File: src/rtl/pm_pkg.sv
package pm_pkg;
  localparam int unsigned NUM_SLOTS = 5;
  localparam int unsigned NUM_SER   = 3;
  localparam int unsigned SLOT_FDC  = 2;
  localparam int unsigned SLOT_PAR  = 3;

  typedef enum logic {PM_SLEEP, PM_WORK} pm_state_e;

  // status register bit of a slot
  function automatic int unsigned slot_bit(int unsigned s);
    return (s == 4) ? 6 : s;
  endfunction

  // slot fed by serial port s
  function automatic int unsigned ser_slot(int unsigned s);
    return (s == 0) ? 1 : (s == 1) ? 0 : 4;
  endfunction
endpackage

File: src/rtl/pm_tick.sv
module pm_tick #(
  parameter int unsigned PRESCALE = 4
) (
  input  logic clk_i,
  input  logic rst_ni,
  output logic tick_o
);
  localparam int unsigned CW = (PRESCALE > 1) ? $clog2(PRESCALE) : 1;
  logic [CW-1:0] cnt_q;

  assign tick_o = (cnt_q == CW'(PRESCALE - 1));

  always_ff @(posedge clk_i or negedge rst_ni) begin
    if (!rst_ni)     cnt_q <= '0;
    else if (tick_o) cnt_q <= '0;
    else             cnt_q <= cnt_q + 1'b1;
  end
endmodule

File: src/rtl/pm_slot.sv
module pm_slot #(
  parameter int unsigned TMR_W  = 8,
  parameter int unsigned PRESET = 20
) (
  input  logic clk_i,
  input  logic rst_ni,
  input  logic tick_i,
  input  logic wake_i,
  input  logic clr_i,
  output logic trap_o
);
  logic             trap_q;
  logic [TMR_W-1:0] cnt_q;

  assign trap_o = trap_q;

  always_ff @(posedge clk_i or negedge rst_ni) begin
    if (!rst_ni) begin
      trap_q <= 1'b0;
      cnt_q  <= '0;
    end else if (wake_i) begin
      trap_q <= 1'b1;
      cnt_q  <= TMR_W'(PRESET);
    end else if (clr_i) begin
      trap_q <= 1'b0;
    end else if (tick_i && trap_q) begin
      if (cnt_q <= TMR_W'(1)) begin
        trap_q <= 1'b0;
        cnt_q  <= '0;
      end else begin
        cnt_q <= cnt_q - 1'b1;
      end
    end
  end

  a_r7_wake_reload: assert property (@(posedge clk_i) disable iff (!rst_ni)
    wake_i |=> trap_q && cnt_q == TMR_W'(PRESET));
  a_r8_set_beats_clear: assert property (@(posedge clk_i) disable iff (!rst_ni)
    wake_i && clr_i |=> trap_q);
  a_r2_clear: assert property (@(posedge clk_i) disable iff (!rst_ni)
    clr_i && !wake_i |=> !trap_q);
  a_r7_hold_between_ticks: assert property (@(posedge clk_i) disable iff (!rst_ni)
    trap_q && !tick_i && !clr_i |=> trap_q);
endmodule

File: src/rtl/pm_standby.sv
module pm_standby #(
  parameter int unsigned TMR_W = 8,
  parameter int unsigned STBY  = 10
) (
  input  logic clk_i,
  input  logic rst_ni,
  input  logic tick_i,
  input  logic resume_i,
  input  logic any_trap_i,
  input  logic flag_clr_i,
  output logic flag_o,
  output logic working_o
);
  import pm_pkg::*;

  pm_state_e        state_q;
  logic             flag_q;
  logic [TMR_W-1:0] cnt_q;

  assign flag_o    = flag_q;
  assign working_o = (state_q == PM_WORK);

  always_ff @(posedge clk_i or negedge rst_ni) begin
    if (!rst_ni) begin
      state_q <= PM_SLEEP;
      flag_q  <= 1'b0;
      cnt_q   <= '0;
    end else if (state_q == PM_SLEEP) begin
      if (resume_i) begin
        state_q <= PM_WORK;
        flag_q  <= 1'b1;
        cnt_q   <= TMR_W'(STBY);
      end
    end else begin
      if (flag_clr_i) flag_q <= 1'b0;
      if (any_trap_i) begin
        cnt_q <= TMR_W'(STBY);
      end else if (tick_i) begin
        if (cnt_q <= TMR_W'(1)) begin
          state_q <= PM_SLEEP;
          flag_q  <= 1'b0;
          cnt_q   <= '0;
        end else begin
          cnt_q <= cnt_q - 1'b1;
        end
      end
    end
  end

  a_r3_flag_from_sleep: assert property (@(posedge clk_i) disable iff (!rst_ni)
    $rose(flag_q) |-> $past(state_q) == PM_SLEEP);
  a_r3_resume_wakes: assert property (@(posedge clk_i) disable iff (!rst_ni)
    state_q == PM_SLEEP && resume_i |=> flag_q && state_q == PM_WORK);
  a_r9_trap_holds_work: assert property (@(posedge clk_i) disable iff (!rst_ni)
    state_q == PM_WORK && any_trap_i |=> state_q == PM_WORK);
  a_r9_sleep_no_flag: assert property (@(posedge clk_i) disable iff (!rst_ni)
    state_q == PM_SLEEP |-> !flag_q);
  a_r10_clear_keeps_work: assert property (@(posedge clk_i) disable iff (!rst_ni)
    state_q == PM_WORK && flag_clr_i && any_trap_i |=> state_q == PM_WORK);
endmodule

File: src/rtl/wake_trap_pm.sv
module wake_trap_pm #(
  parameter int unsigned PRESCALE = 4,
  parameter int unsigned TMR_W    = 8,
  parameter int unsigned IDLE_SER = 20,
  parameter int unsigned IDLE_PAR = 24,
  parameter int unsigned IDLE_FDC = 22,
  parameter int unsigned STBY     = 10
) (
  input  logic             clk_i,
  input  logic             rst_ni,
  input  logic             reg_we_i,
  input  logic [7:0]       reg_wdata_i,
  output logic [7:0]       reg_rdata_o,
  input  logic [4:0]       wake_en_i,
  input  logic [2:0]       ser_access_i,
  input  logic [2:0]       ser_irq_i,
  input  logic [2:0]       ser_rx_start_i,
  input  logic [2:0]       ser_tx_start_i,
  input  logic [2:0][3:0]  ser_modem_i,
  input  logic             par_access_i,
  input  logic             par_irq_i,
  input  logic             par_dack_i,
  input  logic [4:0]       par_status_i,
  input  logic             fdc_access_i,
  input  logic             fdc_irq_i,
  input  logic             fdc_dack_i,
  input  logic             fdc_dor_we_i,
  input  logic [3:0]       fdc_motor_wdata_i,
  output logic [4:0]       pwr_down_o,
  output logic             working_o
);
  import pm_pkg::*;

  logic [2:0][3:0]       modem_q;
  logic [4:0]            par_st_q;
  logic [3:0]            motor_q;
  logic [NUM_SER-1:0]    ser_ev;
  logic                  par_ev, fdc_ev;
  logic [NUM_SLOTS-1:0]  ev, clr, trap;
  logic                  tick, flag;

  always_ff @(posedge clk_i or negedge rst_ni) begin
    if (!rst_ni) begin
      modem_q  <= '0;
      par_st_q <= '0;
      motor_q  <= '0;
    end else begin
      modem_q  <= ser_modem_i;
      par_st_q <= par_status_i;
      if (fdc_dor_we_i) motor_q <= fdc_motor_wdata_i;
    end
  end

  for (genvar s = 0; s < NUM_SER; s++) begin : g_ser_ev
    assign ser_ev[s] = ser_access_i[s] | ser_irq_i[s] | ser_rx_start_i[s]
                     | ser_tx_start_i[s] | (|(ser_modem_i[s] ^ modem_q[s]));
  end

  assign par_ev = par_access_i | par_irq_i | par_dack_i | (|(par_status_i ^ par_st_q));
  // only motors turning on count
  assign fdc_ev = fdc_access_i | fdc_irq_i | fdc_dack_i
                | (fdc_dor_we_i & |(fdc_motor_wdata_i & ~motor_q));

  always_comb begin
    ev = '0;
    for (int s = 0; s < NUM_SER; s++) ev[ser_slot(s)] = ser_ev[s];
    ev[SLOT_FDC] = fdc_ev;
    ev[SLOT_PAR] = par_ev;
  end

  pm_tick #(.PRESCALE(PRESCALE)) i_tick (
    .clk_i (clk_i),
    .rst_ni(rst_ni),
    .tick_o(tick)
  );

  for (genvar i = 0; i < NUM_SLOTS; i++) begin : g_slot
    localparam int unsigned PRE = (i == SLOT_FDC) ? IDLE_FDC :
                                  (i == SLOT_PAR) ? IDLE_PAR : IDLE_SER;
    assign clr[i] = reg_we_i & reg_wdata_i[slot_bit(i)];
    pm_slot #(.TMR_W(TMR_W), .PRESET(PRE)) i_slot (
      .clk_i (clk_i),
      .rst_ni(rst_ni),
      .tick_i(tick),
      .wake_i(ev[i]),
      .clr_i (clr[i]),
      .trap_o(trap[i])
    );
  end

  pm_standby #(.TMR_W(TMR_W), .STBY(STBY)) i_standby (
    .clk_i     (clk_i),
    .rst_ni    (rst_ni),
    .tick_i    (tick),
    .resume_i  (|(ev & wake_en_i)),
    .any_trap_i(|trap),
    .flag_clr_i(reg_we_i & reg_wdata_i[7]),
    .flag_o    (flag),
    .working_o (working_o)
  );

  always_comb begin
    reg_rdata_o    = '0;
    reg_rdata_o[7] = flag;
    for (int i = 0; i < NUM_SLOTS; i++) reg_rdata_o[slot_bit(i)] = trap[i];
  end

  assign pwr_down_o = ~trap;

  a_r2_zero_write_no_effect: assert property (@(posedge clk_i) disable iff (!rst_ni)
    reg_we_i && reg_wdata_i == 8'h00 && ev == '0 && !tick |=> $stable(reg_rdata_o));
  a_r4_steady_modem_quiet: assert property (@(posedge clk_i) disable iff (!rst_ni)
    !trap[ser_slot(2)] && $stable(ser_modem_i) && ser_access_i == '0 && ser_irq_i == '0
    && ser_rx_start_i == '0 && ser_tx_start_i == '0 |=> !reg_rdata_o[6]);
endmodule

File: config.mk
export PLATFORM = sky130hd
export DESIGN_NAME = wake_trap_pm
export DESIGN_NICKNAME = d
export VERILOG_FILES = /design/src/rtl/pm_pkg.sv /design/src/rtl/pm_tick.sv /design/src/rtl/pm_slot.sv /design/src/rtl/pm_standby.sv /design/src/rtl/wake_trap_pm.sv
export SDC_FILE = /design/constraint.sdc
export NUM_CORES = 1
export LEC_CHECK = 0
export BUFFER_PORTS_ARGS = -buffer_cell sky130_fd_sc_hd__clkbuf_2
export CORE_MARGIN = 1
export CORE_UTILIZATION = 56
export DETAILED_ROUTE_END_ITERATION = 12
export PLACE_DENSITY = 0.79
export SYNTH_ARGS = -nofsm -noshare
export SYNTH_HDL_FRONTEND = slang
export SYNTH_SLANG_ARGS = --single-unit
File: constraint.sdc
create_clock -name clk_i -period 2.4 [get_ports clk_i]
set_input_delay 0.48 -clock clk_i [delete_from_list [all_inputs] [get_ports clk_i]]
set_output_delay 0.48 -clock clk_i [all_outputs]
set_load 0.02 [all_outputs]
# Word level (Yosys, flattened, before mapping)
# Cells that the tools add are included.
[word_totals] input_bits=56 regBits=78 word_cells=168 out_inout_bits=14
[op_classes] reduce_logical=39 n_eq_ne=7 muxes=57 bitwise_logic=33 order_cmp=6 addsub=7
[op_table] cell="2-to-1 mux 8 bit" count=25
[op_table] cell="less-or-equal comparator 8 x 1 -> 1 bit, second input constant" count=6
[op_table] cell="subtractor 8 x 1 -> 8 bit, second input constant" count=6
[op_table] cell="2-to-1 mux 1 bit" count=31
[op_table] cell="nonzero test 3 bit" count=10
[op_table] cell="AND reduction 2 bit" count=11
[op_table] cell="OR 1 bit" count=18
[op_table] cell="OR reduction 4 bit" count=4
[op_table] cell="OR reduction 5 bit" count=3
[op_table] cell="nonzero test 2 bit" count=6
[op_table] cell="bitwise XOR 4 bit" count=3
[op_table] cell="!= test 2 x 1 -> 1 bit, second input constant" count=4
[op_table] cell="bitwise AND 1 bit" count=7
[op_table] cell="bitwise AND 5 bit" count=1
[op_table] cell="logical AND 1 bit" count=5
[op_table] cell="NOT 5 bit" count=1
[op_table] cell="bitwise XOR 5 bit" count=1
[op_table] cell="bitwise AND 4 bit" count=1
[op_table] cell="NOT 4 bit" count=1
[op_table] cell="!= test 3 x 2 -> 1 bit, second input constant" count=1
[op_table] cell="adder 2 x 1 -> 2 bit, second input constant" count=1
[op_table] cell="equality test 2 bit, second input constant" count=1
[op_table] cell="2-to-1 mux 2 bit" count=1
[op_table] cell="!= test 2 bit, second input constant" count=1

# Depth between registers and ports, before layout
[logic_depth] ltp_word=9 ltp_mapped=9 depth_no_buf=8

# Cells and area by module
# From an unflattened synthesis, not the netlist that was laid out.
[hier_totals] hier_cells=413 area_unflattened_um2=4256.6
[modules_own_cells] module="pm_slot at g_slot[0].i_slot ..." area_per_inst_um2=534.3 seq_area_each_um2=225.2 instances=3 cells_each=52
[modules_own_cells] module="wake_trap_pm" area_per_inst_um2=940.9 seq_area_each_um2=525.5 instances=1 cells_each=81
[modules_own_cells] module="pm_slot at g_slot[2].i_slot" area_per_inst_um2=564.3 seq_area_each_um2=225.2 instances=1 cells_each=59
[modules_own_cells] module="pm_standby" area_per_inst_um2=555.5 seq_area_each_um2=250.2 instances=1 cells_each=56
[modules_own_cells] module="pm_slot at g_slot[3].i_slot" area_per_inst_um2=526.8 seq_area_each_um2=225.2 instances=1 cells_each=57
[modules_own_cells] module="pm_tick" area_per_inst_um2=66.3 seq_area_each_um2=50.0 instances=1 cells_each=4

# Least setup slack after synthesis
# OpenSTA, ideal clock, no wires.
[synth_timing] kind="register to register" startpoint="reg i_standby.cnt_q[3]" endpoint="reg i_standby.cnt_q[3]" required_ps=2273 n_path_buf=1 period_less_slack_ps=2134 arrival_ps=2007 path_stages_with_launch=8 setup_slack_ps=266 setup_ps=127 cell_sequence="dfrtp_1 -> or4_1 -> or4_1 -> buf_2 -> o31a_1 -> o21a_1 -> a41oi_1 -> o21ai_1"
[synth_between] elab_chain_cells=5 word_cells_on_any_way=6 classes_between="1 x add/sub; 1 x order compare; 4 x mux"
[synth_rtl] element="start: declaration" line_no="pm_standby.sv:18" rtl="logic [TMR_W-1:0] cnt_q;"
[synth_rtl] element="start signal: assignment" line_no="pm_standby.sv:32" rtl="cnt_q <= TMR_W'(STBY);"
[synth_rtl] element="start signal: assignment" line_no="pm_standby.sv:37" rtl="cnt_q <= TMR_W'(STBY);"
[synth_rtl] element="start signal: assignment" line_no="pm_standby.sv:44" rtl="cnt_q <= cnt_q - 1'b1;"
[synth_rtl] element="subtractor 8 x 1 -> 8 bit or less-or-equal comparator 8 x 1 -> 1 bit (tied branches)" line_no="pm_standby.sv:44, pm_standby.sv:39"
[synth_rtl] element="2-to-1 mux 8 bit *" line_no="pm_standby.sv:39" rtl="if (cnt_q <= TMR_W'(1)) begin"
[synth_rtl] element="2-to-1 mux 8 bit *" line_no="pm_standby.sv:38" rtl="end else if (tick_i) begin"
[synth_rtl] element="2-to-1 mux 8 bit *" line_no="pm_standby.sv:36" rtl="if (any_trap_i) begin"
[synth_rtl] element="2-to-1 mux 8 bit *" line_no="pm_standby.sv:28" rtl="end else if (state_q == PM_SLEEP) begin"
# Every way passes the cells marked *; elsewhere a longest branch is shown, timed or not. The select of a mux whose other input is x is not followed.
# A chain may end at the register's enable or synchronous reset.

# Final worst setup path
[layout_timing] startpoint="reg i_standby.cnt_q[4]" endpoint="reg i_standby.cnt_q[3]"
[layout_between] elab_chain_cells=5
[layout_rtl] element="less-or-equal comparator 8 x 1 -> 1 bit" line_no="pm_standby.sv:39"
[layout_rtl] element="2-to-1 mux 8 bit" line_no="pm_standby.sv:39"
[layout_rtl] element="2-to-1 mux 8 bit" line_no="pm_standby.sv:38"
[layout_rtl] element="2-to-1 mux 8 bit" line_no="pm_standby.sv:36"
[layout_rtl] element="2-to-1 mux 8 bit" line_no="pm_standby.sv:28"
# No other way between the ends. The select of a mux whose other input is x is not followed.

==> flow_summary.json <==
{
  "p_sw_mw": 0.571,
  "cts_setup_buffers": 0,
  "coreArea_um2": 6830,
  "fin_setup_tns_ns": 0,
  "hp-class": "in2async",
  "fin_skew_ns": 0.0125,
  "hpwl_um": 6200,
  "gr-usage-all-layers": 0.240,
  "min_period_over_period": 0.950,
  "worst_pin_slew_ns": 0.573,
  "clk_path_buf_depth": 2,
  "power.internal_mw": 1.83,
  "drtIter0Drc": 157,
  "ir_drop_v": 0.000319,
  "hold_buffers": 0,
  "area_growth_pct": 16.9,
  "overflow": 0,
  "crit_path_max_fanout": 7,
  "post-place-ws_ns": 0.160,
  "endpoint_kind": "flip-flop",
  "tritoncts": "built",
  "cts_resized": 0,
  "fmax_mhz": 439,
  "dieHeight_um": 86.4,
  "critPathArrivalTime_ns": 2.52,
  "period_minus_slack_ns": 2.28,
  "met1Wirelength_um": 3570,
  "drive_gt1_frac": 0.212,
  "routed-via-count": 3303,
  "relSlewSlack": 0.616,
  "place.gp.congestion": 0.919,
  "grt_pass1_vias": 3144,
  "synth-async-reset-ratio": 1.00,
  "top_layer": "met4",
  "synth_area_um2": 3990,
  "yosysUniqueCellTypes": 51,
  "yosysSeqAreaShare": 0.489,
  "num_rows": 30,
  "dp.cells": 581,
  "combPwrFrac": 0.062,
  "die_w_um": 86.4,
  "htree_levels": 3,
  "swShare": 0.237,
  "clk_pin_slew_ns": 0.08,
  "syn_area_per_cell_um2": 9.52,
  "met2_length_um": 4050,
  "setup_slack_ns": 0.120,
  "powerDensity_nw_per_um2": 516,
  "wl_met3_um": 370,
  "start_kind": "flip-flop",
  "ios": 70,
  "synth-edff-count": 0,
  "grt_antenna_before_repair": 0,
  "dr.pass1.iters": 4,
  "maxSlewViolCount": 0,
  "rsz0062_at_grt": "no",
  "netlist_instances": 419,
  "drv_cap": 0,
  "grt_pass1_wl_um": 13800,
  "drt_wl_total_um": 8180,
  "setup_viol": 0,
  "fin_cells": 597,
  "nets": 565,
  "numCtsBuffers": 9,
  "cts-root-buf": "clkbuf_8",
  "drt-wirelength-per-cell_um": 13.7,
  "power_leakage_nw": 1.95,
  "ant_nets": 0,
  "initial_core_util": 0.584,
  "outcome": "finished clean",
  "synthFlopType": "dfrtp_1",
  "synth-seq-cells": 78,
  "cts.sinks": 78,
  "hold_viol_final": 0,
  "antennaDiodeCount": 0,
  "yosys_warnings": 0,
  "grt_max_degree": 48,
  "drc": 0,
  "path_class": "reg2reg",
  "port_buffers": 65,
  "via_per_inst": 5.53,
  "clk-insertion-delay-late_ns": 0.36,
  "dieArea_um2": 7460,
  "clkPwrFrac": 0.378,
  "seqPwrFrac": 0.560,
  "crit_required_ns": 2.64
}
power groups by stage:
stage	sequential (mW)	combinational, mW	clock, mW
finish	1.35	0.149	0.909
CTS	1.35	0.153	0.926
floorplan	1.37	0.0559	0
global placement	1.37	0.149	0
detailed placement	1.37	0.153	0
global route	1.35	0.170	0.987
cell usage in the layout, fill, tap and decap left out, types with 8 or more instances in the layout:
cell / instances
a21oi_1: 40
buf_4: 15
clkbuf_2: 64
clkbuf_8: 11
dfrtp_1: 78
ha_1: 13
inv_1: 23
nand2_1: 25
nand3_1: 17
nor2_1: 46
nor3_1: 36
nor4_1: 8
o21ai_0: 13
or3_1: 12
xor2_1: 13
synth_stat cells (all sizes together) (7+ instances only):
master | count | area, um2
a21oi | 40 | 200
buf | 9 | 65.1
dfrtp | 78 | 1950
ha | 13 | 163
inv | 23 | 86.3
mux2i | 7 | 70.1
nand2 | 25 | 93.8
nand3 | 17 | 85.1
nor2 | 46 | 173
nor3 | 37 | 190
nor4 | 9 | 71.3
o21ai | 15 | 75.1
or3 | 12 | 75.1
or4 | 7 | 52.6
xor2 | 13 | 114
worst paths after layout:
kind / slack (ns) / from / cells past startpoint / end
min in group clk_i: 0.25 / ser_modem_i[4] / 1 / modem_q[4]
min reg2reg: 0.44 / i_tick.cnt_q[0] / 1 / i_tick.cnt_q[0]
max reg2reg: 0.12 / i_standby.cnt_q[4] / 6 / i_standby.cnt_q[3]
max: 0.12 / i_standby.cnt_q[4] / 6 / i_standby.cnt_q[3]
max in group asynchronous: 1.75 / rst_ni / 2 / g_slot[4].i_slot.cnt_q[3]
min: 0.07 / rst_ni / 1 / g_slot[4].i_slot.cnt_q[6]
layout make-up:
class / count / area, um2
fillers: 563 / 2170
flip-flops and latches: 78 / 1950
multi-input cells: 304 / 1870
repair buffers: 80 / 453
clock buffers: 11 / 151
well taps: 96 / 120
inverters: 23 / 86.3
clock inverters: 5 / 33.8
registers in the layout, summed over array words and instances, names as in the netlist:
register / flops
i_tick.cnt_q: 2
modem_q: 12
g_slot.i_slot.cnt_q: 40
g_slot.i_slot.trap_o: 5
motor_q: 4
i_standby.flag_o: 1
i_standby.working_o: 1
par_st_q: 5
i_standby.cnt_q: 8
per-layer routing:
layer,vias to the layer above,GRT usage
li1,1651,-
met1,1563,0.305
met2,70,0.401
met3,19,0.0476
met4,0,0.106
met5,-,0
critical path, stage by stage, from the launching register on:
cell	delay (ns)
dfrtp_1	0.41
or4_1	0.56
or4_1	0.62
o31a_1	0.16
o21a_1	0.17
a41oi_1	0.15
o21ai_1	0.09
through the flow:
step,util,total power [mW],hold WS (ns),area [um2]
global route,0.682,2.50,0.0854,4660
floorplan,-,1.43,0.184,3990
detailed placement,0.655,1.52,0.435,4480
global placement,0.655,1.52,0.418,4480
finish,0.682,2.40,0.0676,4660
CTS,0.682,2.42,0.0728,4660
cells by family after synthesis:
family,share of synthesized area
AO/OA/AOI/OAI,0.145
XOR/XNOR,0.0373
adder cells (fa/ha/maj),0.0408
buffers and inverters,0.0436
flip-flops,0.489
multiplexers,0.0289
other,0.000940
AND/OR/NAND/NOR,0.214
Power figures use the tool's default switching activity.
